===== config.mk =====
export PLATFORM = sky130hd
export DESIGN_NAME = scsiIrqAgg
export DESIGN_NICKNAME = d
export VERILOG_FILES = /design/src/rtl/scsiIrqPkg.sv /design/src/rtl/scsiIrqCauseReg.sv /design/src/rtl/scsiIrqCtl.sv /design/src/rtl/scsiIrqDatapath.sv /design/src/rtl/scsiIrqAgg.sv
export SDC_FILE = /design/constraint.sdc
export NUM_CORES = 1
export LEC_CHECK = 0
export ABC_AREA = 0
export CORE_ASPECT_RATIO = 0.5
export CORE_UTILIZATION = 30
export CTS_CLUSTER_SIZE = 12
export DETAILED_ROUTE_END_ITERATION = 16
export DONT_BUFFER_PORTS = 1
export HOLD_SLACK_MARGIN = 0.1
export SLEW_MARGIN = 0
export SYNTH_ARGS = -nofsm -noshare
export SYNTH_HDL_FRONTEND = slang
export SYNTH_HIERARCHICAL = 1
export SYNTH_SLANG_ARGS = --single-unit

===== constraint.sdc =====
create_clock -name clk -period 1.6 [get_ports clk]
set_input_delay 0.32 -clock clk [delete_from_list [all_inputs] [get_ports clk]]
set_output_delay 0.32 -clock clk [all_outputs]
set_load 0.05 [all_outputs]

===== src/rtl/scsiIrqPkg.sv =====
package scsiIrqPkg;
  localparam int CAUSE_W = 8;
  localparam int ADDR_W  = 3;

  typedef enum logic [ADDR_W-1:0] {
    ADDR_SUMMARY    = 3'd0,
    ADDR_DMA_CAUSE  = 3'd1,
    ADDR_SCSI_CAUSE = 3'd2,
    ADDR_DMA_EN     = 3'd3,
    ADDR_SCSI_EN    = 3'd4
  } regAddrE;

  // summary register bit positions
  localparam int SUM_DMA_PEND  = 0;
  localparam int SUM_SCSI_PEND = 1;
  localparam int SUM_RESET_CMD = 6;
  localparam int SUM_ABORT_CMD = 7;

  // DMA cause register bit positions
  localparam int DMA_ILLEGAL_BIT = 0;
  localparam int DMA_SOFTINT_BIT = 2;
  localparam int DMA_ABORT_BIT   = 4;
  localparam int DMA_FIFO_BIT    = 7;

  localparam int NUM_SRC = 2;
  localparam int SRC_DMA = 0;
  localparam int SRC_SCSI = 1;

  typedef struct packed {
    logic softReset;
    logic setAbort;
    logic clrDma;
    logic clrScsi;
    logic wrDmaEn;
    logic wrScsiEn;
  } ctlStrobesT;
endpackage


===== src/rtl/scsiIrqCauseReg.sv =====
module scsiIrqCauseReg #(
  parameter int W = scsiIrqPkg::CAUSE_W
) (
  input  logic         clk,
  input  logic         rstN,
  input  logic         softReset,
  input  logic         clrReq,
  input  logic [W-1:0] setIn,
  output logic [W-1:0] latched
);
  always_ff @(posedge clk) begin
    if (!rstN || softReset) latched <= '0;
    else                    latched <= (clrReq ? '0 : latched) | setIn;
  end
endmodule


===== src/rtl/scsiIrqCtl.sv =====
module scsiIrqCtl
  import scsiIrqPkg::*;
#(
  parameter int W  = CAUSE_W,
  parameter int AW = ADDR_W
) (
  input  logic          regWrEn,
  input  logic          regRdEn,
  input  logic [AW-1:0] regAddr,
  input  logic [W-1:0]  regWrData,
  output ctlStrobesT    strb
);
  regAddrE addrE;
  logic    sumWrite;

  assign addrE    = regAddrE'(regAddr);
  assign sumWrite = regWrEn && (addrE == ADDR_SUMMARY);

  always_comb begin
    strb           = '0;
    strb.softReset = sumWrite && regWrData[SUM_RESET_CMD];
    strb.setAbort  = sumWrite && regWrData[SUM_ABORT_CMD] && !strb.softReset;
    strb.clrDma    = regRdEn && (addrE == ADDR_DMA_CAUSE);
    strb.clrScsi   = regRdEn && (addrE == ADDR_SCSI_CAUSE);
    strb.wrDmaEn   = regWrEn && (addrE == ADDR_DMA_EN);
    strb.wrScsiEn  = regWrEn && (addrE == ADDR_SCSI_EN);
  end
endmodule


===== src/rtl/scsiIrqDatapath.sv =====
module scsiIrqDatapath
  import scsiIrqPkg::*;
#(
  parameter int W  = CAUSE_W,
  parameter int AW = ADDR_W
) (
  input  logic          clk,
  input  logic          rstN,
  input  ctlStrobesT    strb,
  input  logic [AW-1:0] regAddr,
  input  logic [W-1:0]  regWrData,
  input  logic [W-1:0]  dmaCauseIn,
  input  logic [W-1:0]  scsiCauseIn,
  input  logic          fifoEmpty,
  output logic [W-1:0]  regRdData,
  output logic [W-1:0]  dmaLatched,
  output logic [W-1:0]  scsiLatched,
  output logic          irqOut
);
  localparam logic [W-1:0] FIFO_MASK  = W'(1) << DMA_FIFO_BIT;
  localparam logic [W-1:0] DMA_LMASK  = ~FIFO_MASK;
  localparam logic [W-1:0] ABORT_MASK = W'(1) << DMA_ABORT_BIT;

  logic [NUM_SRC-1:0][W-1:0] setVec;
  logic [NUM_SRC-1:0][W-1:0] latVec;
  logic [NUM_SRC-1:0][W-1:0] enVec;
  logic [NUM_SRC-1:0]        clrVec;
  logic [NUM_SRC-1:0]        wrEnVec;
  logic [NUM_SRC-1:0]        pendVec;
  logic [NUM_SRC-1:0]        fireVec;

  assign setVec[SRC_DMA]  = (dmaCauseIn & DMA_LMASK) | (strb.setAbort ? ABORT_MASK : '0);
  assign setVec[SRC_SCSI] = scsiCauseIn;
  assign clrVec[SRC_DMA]  = strb.clrDma;
  assign clrVec[SRC_SCSI] = strb.clrScsi;
  assign wrEnVec[SRC_DMA] = strb.wrDmaEn;
  assign wrEnVec[SRC_SCSI] = strb.wrScsiEn;

  for (genvar s = 0; s < NUM_SRC; s++) begin : g_src
    scsiIrqCauseReg #(.W(W)) i_cause (
      .clk      (clk),
      .rstN     (rstN),
      .softReset(strb.softReset),
      .clrReq   (clrVec[s]),
      .setIn    (setVec[s]),
      .latched  (latVec[s])
    );

    always_ff @(posedge clk) begin
      if (!rstN || strb.softReset) enVec[s] <= '0;
      else if (wrEnVec[s])         enVec[s] <= regWrData;
    end

    assign pendVec[s] = |latVec[s];
    assign fireVec[s] = |(latVec[s] & enVec[s]);
  end

  assign dmaLatched  = latVec[SRC_DMA];
  assign scsiLatched = latVec[SRC_SCSI];
  assign irqOut      = |fireVec;

  always_comb begin
    regRdData = '0;
    unique case (regAddrE'(regAddr))
      ADDR_SUMMARY: begin
        regRdData[SUM_DMA_PEND]  = pendVec[SRC_DMA];
        regRdData[SUM_SCSI_PEND] = pendVec[SRC_SCSI];
      end
      ADDR_DMA_CAUSE:  regRdData = latVec[SRC_DMA] | (fifoEmpty ? FIFO_MASK : '0);
      ADDR_SCSI_CAUSE: regRdData = latVec[SRC_SCSI];
      ADDR_DMA_EN:     regRdData = enVec[SRC_DMA];
      ADDR_SCSI_EN:    regRdData = enVec[SRC_SCSI];
      default:         regRdData = '0;
    endcase
  end
endmodule


===== src/rtl/scsiIrqAgg.sv =====
module scsiIrqAgg
  import scsiIrqPkg::*;
#(
  parameter int W  = CAUSE_W,
  parameter int AW = ADDR_W
) (
  input  logic          clk,
  input  logic          rstN,
  input  logic          regWrEn,
  input  logic          regRdEn,
  input  logic [AW-1:0] regAddr,
  input  logic [W-1:0]  regWrData,
  output logic [W-1:0]  regRdData,
  input  logic [W-1:0]  dmaCauseIn,
  input  logic [W-1:0]  scsiCauseIn,
  input  logic          fifoEmpty,
  output logic          irqOut
);
  ctlStrobesT   strb;
  logic [W-1:0] dmaLatched;
  logic [W-1:0] scsiLatched;

  scsiIrqCtl #(.W(W), .AW(AW)) i_ctl (
    .regWrEn  (regWrEn),
    .regRdEn  (regRdEn),
    .regAddr  (regAddr),
    .regWrData(regWrData),
    .strb     (strb)
  );

  scsiIrqDatapath #(.W(W), .AW(AW)) i_dp (
    .clk        (clk),
    .rstN       (rstN),
    .strb       (strb),
    .regAddr    (regAddr),
    .regWrData  (regWrData),
    .dmaCauseIn (dmaCauseIn),
    .scsiCauseIn(scsiCauseIn),
    .fifoEmpty  (fifoEmpty),
    .regRdData  (regRdData),
    .dmaLatched (dmaLatched),
    .scsiLatched(scsiLatched),
    .irqOut     (irqOut)
  );
endmodule


==> metrics.md, run 1 <==
| Metric | Value |
|---|---|
| Clk root buf | clkbuf_16 |
| Core area | 5590 µm² |
| P&R area growth vs syn | 31.7% |
| DRC violations left | 0 |
| DIE WIDTH | ~110 µm |
| Power Internal | roughly 1700 µW |
| Final count of negative-setup-slack endpoints | 8 |
| Crit share post-route | 117% |
| Switching Fraction | 25.2% |
| GR Util All Layers | between 15 and 20% |
| DR pass1 iterations | 4 |
| P_sw | 585 µW |
| Routed wire length | ~4.8 mm |
| DRT iter0 DRCs | 74 |
| CP Data Required Time | 1280 ps |
| Cells after Synth | 187 |
| Post-DP HPWL | 3.52 mm |
| H-tree depth | 2 |
| Fmax | about 0.53 GHz |
| Worst setup SP type | flop |
| Mapped Nets | approximately 220 |
| Pin count of the biggest net entering global routing | 22 |
| Layout cells sized above 1 | approximately 46% |
| Starting Density | 31.7% |
| Clock tree sinks | 32 |
| Via count | ~1,400 |
| Wire per inst | about 17 µm |
| Clk_skew | 0 ps |
| Post-synthesis register bit count | 32 |
| Yosys warnings | 6 |
| Synth cell types | 34 |
| Max rail drop VDD | around 0.00036 V |
| Die Height | between 50 and 60 µm |
| Final Slew Violations | 0 |
| Layout Nets | 235 |
| Status | finished with violations |
| Max Root-Sink Buffers | 2 |
| FFs w/ async S/R, synth | 0% |
| Max_slew headroom | 47.0% |
| Clk pwr share | 46.9% |
| Number of antenna violations at the first check in global routing | 0 |
| Max-cap violation count | 0 |
| RSZ-0062 raised after global routing | yes |
| Minimum clock period | 1870 ps |
| Synth Area per Inst | 9.47 µm² |
| Final Hold Vio Count | 0 |
| Worst setup margin | -274 ps |
| Post-synth EDFFs | 0 |
| Ys flop type | dfxtp_1 |
| Drt via density | about 5.2 |
| Flop pwr share | 37.9% |
| CTS Hold Bufs | 0 |
| IO Count | 41 |
| Leak | 0.000891 µW |
| Rows | 19 |
| Worst-margin pin slew | 792 ps |
| Worst-path fanout max | 3 |
| Synthesized area | 1770 µm² |
| Worst-path clk slew | 50 ps |
| Congestion Overflow GR | 0 |
| Setup TNS | -1050 ps |
| Hold crit path type | in -> reg |
| Failing checks | setup timing |
| First-pass GRT wire length | slightly below 8 mm |
| CTS Buf Count | 5 |
| CP Class | reg -> out |
| Pwr Density | between 900 and 1000 nW/µm² |
| ANT cells | 0 |
| Hold slack | roughly 160 ps |
| Gate power share | 15.2% |
| Sequential area share after synthesis | 36.2% |
| Crit path DAT | roughly 1600 ps |
| Critical Path Sink Type | output pin |
| GPL Wtd Cong | 0.861 |
| Port bufs | 0 |
| Via count of the first global-routing pass | 1,456 |
| Routed Antenna Nets | 0 |
| Clock latency at the later pin of the worst-skew pair | ~280 ps |
| Die ar. | 6230 µm² |
| CTS tree | yes |
| Leading area contributor after synthesis | dfxtp_1 |
| Synth area leaders | dfxtp_1, mux2i_1, a21oi_2 |
| Post-synth top area share | 36.2% |
routing by layer:
layer	share of wire, %	wire length [µm]	track usage [%]	vias to the layer above
met2	46	2220	25.9	41
met3	4.6	222	3.89	11
met1	47	2240	21.2	700
met5	0	0	0	-
met4	2.3	108	7.05	0
li1	-	-	-	682
cell usage in the layout (no fill, tap or decap), types with 5 or more instances in the layout:
master / synthesis / final
a21oi_2: 16 / 16
dfxtp_1: 32 / 21
a22oi_2: 0 / 5
buf_6: 5 / 5
nor2_1: 17 / 17
dfxtp_2: 0 / 7
inv_1: 16 / 16
clkbuf_16: 0 / 6
mux2i_1: 19 / 19
nand2b_1: 17 / 17
nand2_1: 6 / 6
buf_4: 1 / 13
state kept, by name, indices dropped and copies added, names as in the netlist:
name / count
i_dp/enVec: 16
i_dp/g_src.i_cause/latched: 16
cell families (layout without fill, tap and decap cells):
kind of cell,after synthesis,count (layout),share of synthesized area (%)
simple gates,63,63,22.9
other cells,1,1,0.212
flops,32,32,36.2
mux,25,25,14.6
compound gates,40,40,18.2
buf+inv,26,43,7.99
stage by stage:
| stage | area, µm² | util, % | setup slack, ps | std cells | power [µW] |
|---|---|---|---|---|---|
| 3_3_place_gp | 2010 | 35.9 | -116 | 267 | 1190 |
| 4_1_cts | 2270 | 40.7 | -308 | 276 | 2320 |
| 3_5_place_dp | 2010 | 35.9 | -106 | 267 | 1200 |
| 5_1_grt | 2330 | 41.7 | -315 | 277 | 2390 |
| 6_report | 2330 | 41.7 | -274 | 277 | 2320 |
| 2_1_floorplan | 1860 | - | -139 | 187 | 1140 |
final timing paths:
kind | startpoint | cells after the start | slack [ps] | endpoint
worst max register to register | i_dp/g_src[0].i_cause/latched[0] | 3 | 850 | i_dp/g_src[0].i_cause/latched[0]
worst max-delay path | i_dp/g_src[0].i_cause/latched[1] | 2 | -270 | regRdData[1]
worst min-delay path | scsiCauseIn[0] | 2 | 160 | i_dp/g_src[1].i_cause/latched[0]
worst min register to register | i_dp/g_src[0].i_cause/latched[6] | 2 | 510 | i_dp/g_src[0].i_cause/latched[6]
critical path: stages (launching register included):
cell and delay (ps):
dfxtp_4 360, and2b_1 200, o41ai_4 710
what timing repair did:
action	CTS	global route
gates cloned	0	0
pin swaps	10	5
setup endpoints to repair	9	9
resized for setup	24	14
buffers inserted	1	1
power groups by stage:
stage	clock network (µW)	registers (µW)	logic (µW)
6_report	1090	879	352
5_1_grt	1140	883	374
4_1_cts	1110	877	335
3_5_place_dp	0	889	311
3_3_place_gp	0	888	305
2_1_floorplan	0	882	258
synth_stat cells, drive strengths merged, types with 3 or more instances:
cell	instances
nand2b	19
dfxtp	32
nor2b	4
o21ai	6
and3	3
nor2	17
inv	16
buf	8
nand2	6
a22o	4
mux2i	19
a21oi	16
a22oi	5
a221oi	4
mux2	6
area by class of cell:
class	count	area (µm²)
clock buffers	5	125
clock inverters	3	42.5
fillers	526	3250
inverters	16	60.1
multi-input cells	129	1170
flip-flops and latches	32	664
well taps	73	91.3
repair buffers	19	179
Power figures use the tool's default switching activity.
==> inputs of run 2 (changes only) <==
- CELL_PAD_IN_SITES_DETAIL_PLACEMENT: not set -> 0
- CELL_PAD_IN_SITES_GLOBAL_PLACEMENT: not set -> 2
- PLACE_DENSITY_LB_ADDON: not set -> 0.1
==> run 2 against run 1 <==
Net effect:
- the run still ends with setup timing left
- worst setup slack got worse by 13 ps
- clock power fell by 23%
- wire length rose by 2.0%
- critical path depth rose by 1
- critical path type unchanged
==> metrics.md, run 2 (synthesis gave the netlist of run 1 again) <==
| Metric | Value |
|---|---|
| Status | finished with violations |
| Failing checks | setup timing |
| Reg2Reg Depth | 3 (unchanged) |
| First-pass GRT wire length | 7.80 mm (+0.71%) |
| Clock latency at the later pin of the worst-skew pair | 270 ps (about the same) |
| DR pass1 iterations | 4 (unchanged) |
| Flop pwr share | 42.0% (+4.1 points) |
| Hold EP | i_dp/g_src[1].i_cause/latched[7] |
| CP Data Required Time | 1280 ps (about the same) |
| Congestion Overflow GR | 0 (unchanged) |
| Setup TNS | -928 ps (+120 ps) |
| Fmax | 0.530 GHz (-0.68%) |
| IO Count | 41 (unchanged) |
| CTS Buf Count | 5 (unchanged) |
| Final Slew Violations | 0 (unchanged) |
| Number of antenna violations at the first check in global routing | 0 (unchanged) |
| R2R Path End | i_dp/enVec[11] |
| Max_slew headroom | 48.0% (+0.95 points) |
| CTS Hold Bufs | 0 (unchanged) |
| Wire per inst | 17.3 µm (+0.22%) |
| Final Hold Vio Count | 0 (unchanged) |
| Worst setup margin | -287 ps (-12.8 ps) |
| Placed inst area | 2070 µm² (+3.4%) |
| Layout Nets | 243 (+3.4%) |
| CTS tree | yes |
| Max rail drop VDD | 0.000378 V (+6.4%) |
| H-tree depth | 2 (unchanged) |
| R2R setup slack | 850 ps (about the same) |
| P_sw | 526 µW (-10%) |
| DIE WIDTH | 111 µm (unchanged) |
| Clk_skew | 0 ps (unchanged) |
| Hold path start | scsiCauseIn[7] |
| Routed Antenna Nets | 0 (unchanged) |
| GPL Wtd Cong | 0.692 (-20%) |
| Clk root buf | clkbuf_16 |
| Die Height | 56.3 µm (unchanged) |
| Port bufs | 0 (unchanged) |
| Starting Density | 31.7% (unchanged) |
| Die ar. | 6230 µm² (unchanged) |
| Crit path DAT | 1570 ps (+20 ps) |
| P&R area growth vs syn | 33.1% |
| Critical R2R Launch | i_dp/enVec[11] |
| RSZ-0062 raised after global routing | yes |
| Minimum clock period | 1890 ps (+12.8 ps) |
| Routed wire length | 4.89 mm (+2.0%) |
| Via count of the first global-routing pass | 1,422 (-2.3%) |
| Max Root-Sink Buffers | 2 (unchanged) |
| ANT cells | 0 (unchanged) |
| Clock tree sinks | 32 (unchanged) |
| Post-route cell area | 2360 µm² (+1.0%) |
| Worst-path fanout max | 2 (-1) |
| Pin count of the biggest net entering global routing | 22 (unchanged) |
| Most frequent cells in the layout | dfxtp_1, mux2i_1, buf_4, nor2_1, nand2b_1 |
| Max-cap violation count | 0 (unchanged) |
| Crit share post-route | 118% (+0.80 points) |
| Drt via density | 4.98 (-3.8%) |
| Leak | 0.000916 µW (+2.8%) |
| Worst-path clk slew | 50 ps (about the same) |
| Layout cells sized above 1 | 48.3% (+2.2 points) |
| Rows | 19 (unchanged) |
| Hold crit path type | in -> reg |
| DRC violations left | 0 (unchanged) |
| Post-DP HPWL | 3.77 mm (+7.1%) |
| Largest registers | i_dp/enVec: 16 flops, i_dp/g_src.i_cause/latched: 16 flops |
| Switching Fraction | 25.1% (-0.096 points) |
| CP Class | reg -> out |
| Worst-margin pin slew | 778 ps (-14.2 ps) |
| Clk pwr share | 40.2% (-6.7 points) |
| Hold slack | 179 ps (+15.8 ps) |
| Worst setup SP type | flop |
| Power Internal | 1570 µW (-9.5%) |
| DRT iter0 DRCs | 58 (-22%) |
| CP startpoint | i_dp/g_src[0].i_cause/latched[4] |
| GR Util All Layers | 16.8% (+0.54 points) |
| Dpl ws | -132 ps (-26.9 ps) |
| Hold path cells | 2 (unchanged) |
| Core area | 5590 µm² (unchanged) |
| Commonest non-fill, non-tap cell in the layout | dfxtp_1 |
| Pwr Density | 889 nW/µm² (-11%) |
| Via count | 1,404 (-2.1%) |
| Critical Path Sink Type | output pin |
| Final count of negative-setup-slack endpoints | 9 (+1) |
| Gate power share | 17.7% (+2.5 points) |
## run 2: power groups by stage
stage,registers [µW],logic (µW),clock network (µW)
final,880,371,842
after global routing,885,396,912
after CTS,880,366,873
after detailed placement,888,331,0
after global placement,887,330,0
after floorplan,882,258,0
## run 2: worst max path at each step
| stage | to | slack (ps) | cells past startpoint |
|---|---|---|---|
| floorplan | regRdData[7] | -140 | 5 |
| global placement | regRdData[0] | -140 | 4 |
| detailed placement | regRdData[0] | -130 | 4 |
| CTS | regRdData[0] | -310 | 3 |
| global route | regRdData[0] | -320 | 3 |
| finish | regRdData[0] | -290 | 3 |
## run 2: cell type report
class / count / area (µm²)
clock buffers: 5 / 125
repair buffers: 27 / 245
inverters: 16 / 60.1
flip-flops and latches: 32 / 663
well taps: 73 / 91.3
multi-input cells: 129 / 1170
fillers: 545 / 3230
## run 2: routing by layer
| layer | up-vias | GRT usage [%] | routed length [µm] |
|---|---|---|---|
| met5 | - | 0 | 0 |
| met4 | 0 | 3.24 | 13 |
| met3 | 2 | 5.40 | 229 |
| met2 | 27 | 21.7 | 1870 |
| met1 | 675 | 26.3 | 2780 |
| li1 | 700 | - | - |
## run 2: metrics by stage
| stage | std cells | total power, µW | util [%] |
|---|---|---|---|
| 2_1_floorplan | 187 | 1140 | - |
| 3_3_place_gp | 276 | 1220 | 37.1 |
| 3_5_place_dp | 276 | 1220 | 37.1 |
| 4_1_cts | 280 | 2120 | 41.8 |
| 5_1_grt | 282 | 2190 | 42.2 |
| 6_report | 282 | 2090 | 42.2 |
## run 2: repair_timing
| item | CTS | global route |
|---|---|---|
| setup endpoints to repair | 9 | 9 |
| endpoints found under the hold margin | 0 | 0 |
| resized for setup | 38 | 3 |
| setup buffers | 0 | 2 |
| pin swaps | 13 | 5 |
## run 2: worst max-delay path: stages, from the launching register on
cell and delay (ps):
dfxtp_2 310, or4_4 540, nor4_4 230, o41ai_4 220
==> inputs of run 3 (changes only) <==
- CAP_MARGIN: not set -> 20
- clock period: 1.6 -> 1.8 ns (I/O delays scaled with it)
==> run 3 against run 2 <==
Net effect:
- the flow still finishes with violations (setup timing)
- die area stayed put
- worst hold slack better by 34 ps
- final area shrank 5.3%
- count of clock-buffer cells in the layout increased by 2
- via count decreased by 3.5%
- sequential cell count unchanged
- clock skew unchanged
- critical path type unchanged
==> metrics.md, run 3 (synthesis gave the netlist of run 1 again) <==
| Metric | Value |
|---|---|
| Status | finished with violations |
| Failing checks | setup timing |
| Multi-input logic area | 1110 µm² (-5.3%) |
| Worst setup SP type | flop |
| Max_slew headroom | 48.0% (+0.084 points) |
| Clk root buf | clkbuf_16 |
| Critical R2R Launch | i_dp/g_src[0].i_cause/latched[6] |
| Via count of the first global-routing pass | 1,303 (-8.4%) |
| CTS tree | yes |
| Stages on the worst setup path | 2 (-1) |
| Core area | 5590 µm² (unchanged) |
| Worst-path clk slew | 50 ps (about the same) |
| R2R Path End | i_dp/g_src[0].i_cause/latched[6] |
| GR Util All Layers | 16.2% (-0.62 points) |
| Pwr Density | 863 nW/µm² (-2.9%) |
| Critical Path Sink Type | output pin |
| Crit path DAT | 1550 ps (-20 ps) |
| Drt via density | 4.89 (-1.7%) |
| Finished Layout Cells | 277 (-1.8%) |
| Hold crit path type | in -> reg |
| Fmax | 0.523 GHz |
| Max rail drop VDD | 0.000409 V (+8.2%) |
| Die ar. | 6230 µm² (unchanged) |
| Post-DP HPWL | 3.66 mm (-2.9%) |
| Wire per inst | 17.3 µm (-0.28%) |
| Max Root-Sink Buffers | 2 (unchanged) |
| Layout cells sized above 1 | 41.7% (-6.7 points) |
| Hold path start | scsiCauseIn[7] |
| P&R area growth vs syn | 26.1% |
| Number of antenna violations at the first check in global routing | 0 (unchanged) |
| ANT cells | 0 (unchanged) |
| Starting Density | 31.7% (unchanged) |
| CP bufs+invs | 0 (unchanged) |
| Final Slew Violations | 0 (unchanged) |
| DIE WIDTH | 111 µm (unchanged) |
| IO Count | 41 (unchanged) |
| Commonest non-fill, non-tap cell in the layout | dfxtp_1 |
| Register area | 654 µm² (-1.3%) |
| Clock latency at the later pin of the worst-skew pair | 270 ps (about the same) |
| CP Class | reg -> out |
| Routed wire length | 4.79 mm (-2.0%) |
| CP Data Required Time | 1440 ps (+160 ps) |
| Worst setup margin | -113 ps (+174 ps) |
| Routed Antenna Nets | 0 (unchanged) |
| DRC violations left | 0 (unchanged) |
| Placed cells | 269 (-2.5%) |
| Final count of negative-setup-slack endpoints | 3 (-6) |
| DR pass1 iterations | 4 (unchanged) |
| Port bufs | 0 (unchanged) |
| Die Height | 56.3 µm (unchanged) |
| Crit share post-route | 106% |
| Layout Nets | 236 (-2.9%) |
| Largest registers | i_dp/enVec: 16 flops, i_dp/g_src.i_cause/latched: 16 flops |
| Minimum clock period | around 1900 ps |
| R2R setup slack | 1070 ps (+220 ps) |
| RSZ-0062 raised after global routing | yes |
| Leak | 0.000872 µW (-4.8%) |
| CP top delay family | compound AO/OA/AOI/OAI gates |
| First-pass GRT wire length | 7.44 mm (-4.7%) |
| Layout fillers | 574 (+5.3%) |
| CP max stage cell | o41ai_4 |
| Max-cap violation count | 0 (unchanged) |
| Clk_skew | 0 ps (unchanged) |
| Most frequent cells in the layout | dfxtp_1, mux2i_1, nor2_1, nand2b_1 |
| DRT iter0 DRCs | 44 (-24%) |
| CTS Buf Count | 5 (unchanged) |
| Rows | 19 (unchanged) |
| Hold slack | 213 ps (+33.9 ps) |
| Pin count of the biggest net entering global routing | 22 (unchanged) |
| Clock tree sinks | 32 (unchanged) |
| Worst-path cell chain | and2b_1 > o41ai_4 |
| Final Hold Vio Count | 0 (unchanged) |
| Worst-margin pin slew | 777 ps (-1.26 ps) |
| Hold path cells | 2 (unchanged) |
| H-tree depth | 2 (unchanged) |
| Via count | 1,355 (-3.5%) |
| Critical Path Max Stage Delay | 710 ps (+170 ps) |
| Hold EP | i_dp/g_src[1].i_cause/latched[7] |
| Reg2Reg Depth | 3 (unchanged) |
| GPL Wtd Cong | 0.726 (+5.0%) |
| Final cell utilization of the core | 40.0% (-2.2 points) |
| Worst-path fanout max | 4 (+2) |
| Congestion Overflow GR | 0 (unchanged) |
| Setup TNS | -202 ps (+726 ps) |
run 3: cell count changes in the layout (fill, tap and decap cells not counted), sizes merged:
cell | previous run | this run
clkbuf | 5 | 7
buf | 27 | 20
run 3: repair_timing:
action                                  4_1_cts  5_1_grt
resized for setup                            18        4
hold buffers                                  0        0
buffers inserted                              1        0
pin swaps                                     7        4
endpoints found under the setup margin        4        4
run 3: cell type report:
cell class	instances	area share, %
Sequential cell	32	29.3
Multi-Input combinational cell	129	49.7
Clock buffer	7	6.84
Tap cell	73	4.09
Timing Repair Buffer	20	7.40
Inverter	16	2.69
run 3: per-layer routing:
layer / GRT usage [%] / wire length, µm / up-vias
met5: 0 / 0 / -
met4: 2.86 / 15 / 0
met3: 5.18 / 205 / 2
met2: 20.4 / 1840 / 24
met1: 25.8 / 2730 / 641
li1: - / - / 688
run 3: how the worst max path moves through the flow:
stage / endpoint / start / slack [ps]
finish: regRdData[1] / i_dp/g_src[0].i_cause/latched[1] / -110
global route: regRdData[1] / i_dp/g_src[0].i_cause/latched[1] / -160
CTS: regRdData[1] / i_dp/g_src[0].i_cause/latched[1] / -130
detailed placement: regRdData[0] / i_dp/g_src[0].i_cause/latched[4] / 30
global placement: regRdData[0] / i_dp/g_src[0].i_cause/latched[4] / 20
floorplan: regRdData[7] / regAddr[0] / -20
run 3: through the flow:
step           power (µW)  area (µm²)  setup slack (ps)
5_1_grt              2010        2230              -165
3_5_place_dp         1070        1990              34.2
3_3_place_gp         1060        1990              18.7
2_1_floorplan        1010        1830             -19.3
6_report             1930        2230              -113
4_1_cts              1950        2220              -127
run 3: where the power goes:
| part | switching (µW) | leakage, µW | internal (µW) |
|---|---|---|---|
| clock | 271 | 0.0000760 | 579 |
| combinational | 159 | 0.000531 | 135 |
| sequential | 35.9 | 0.000266 | 747 |
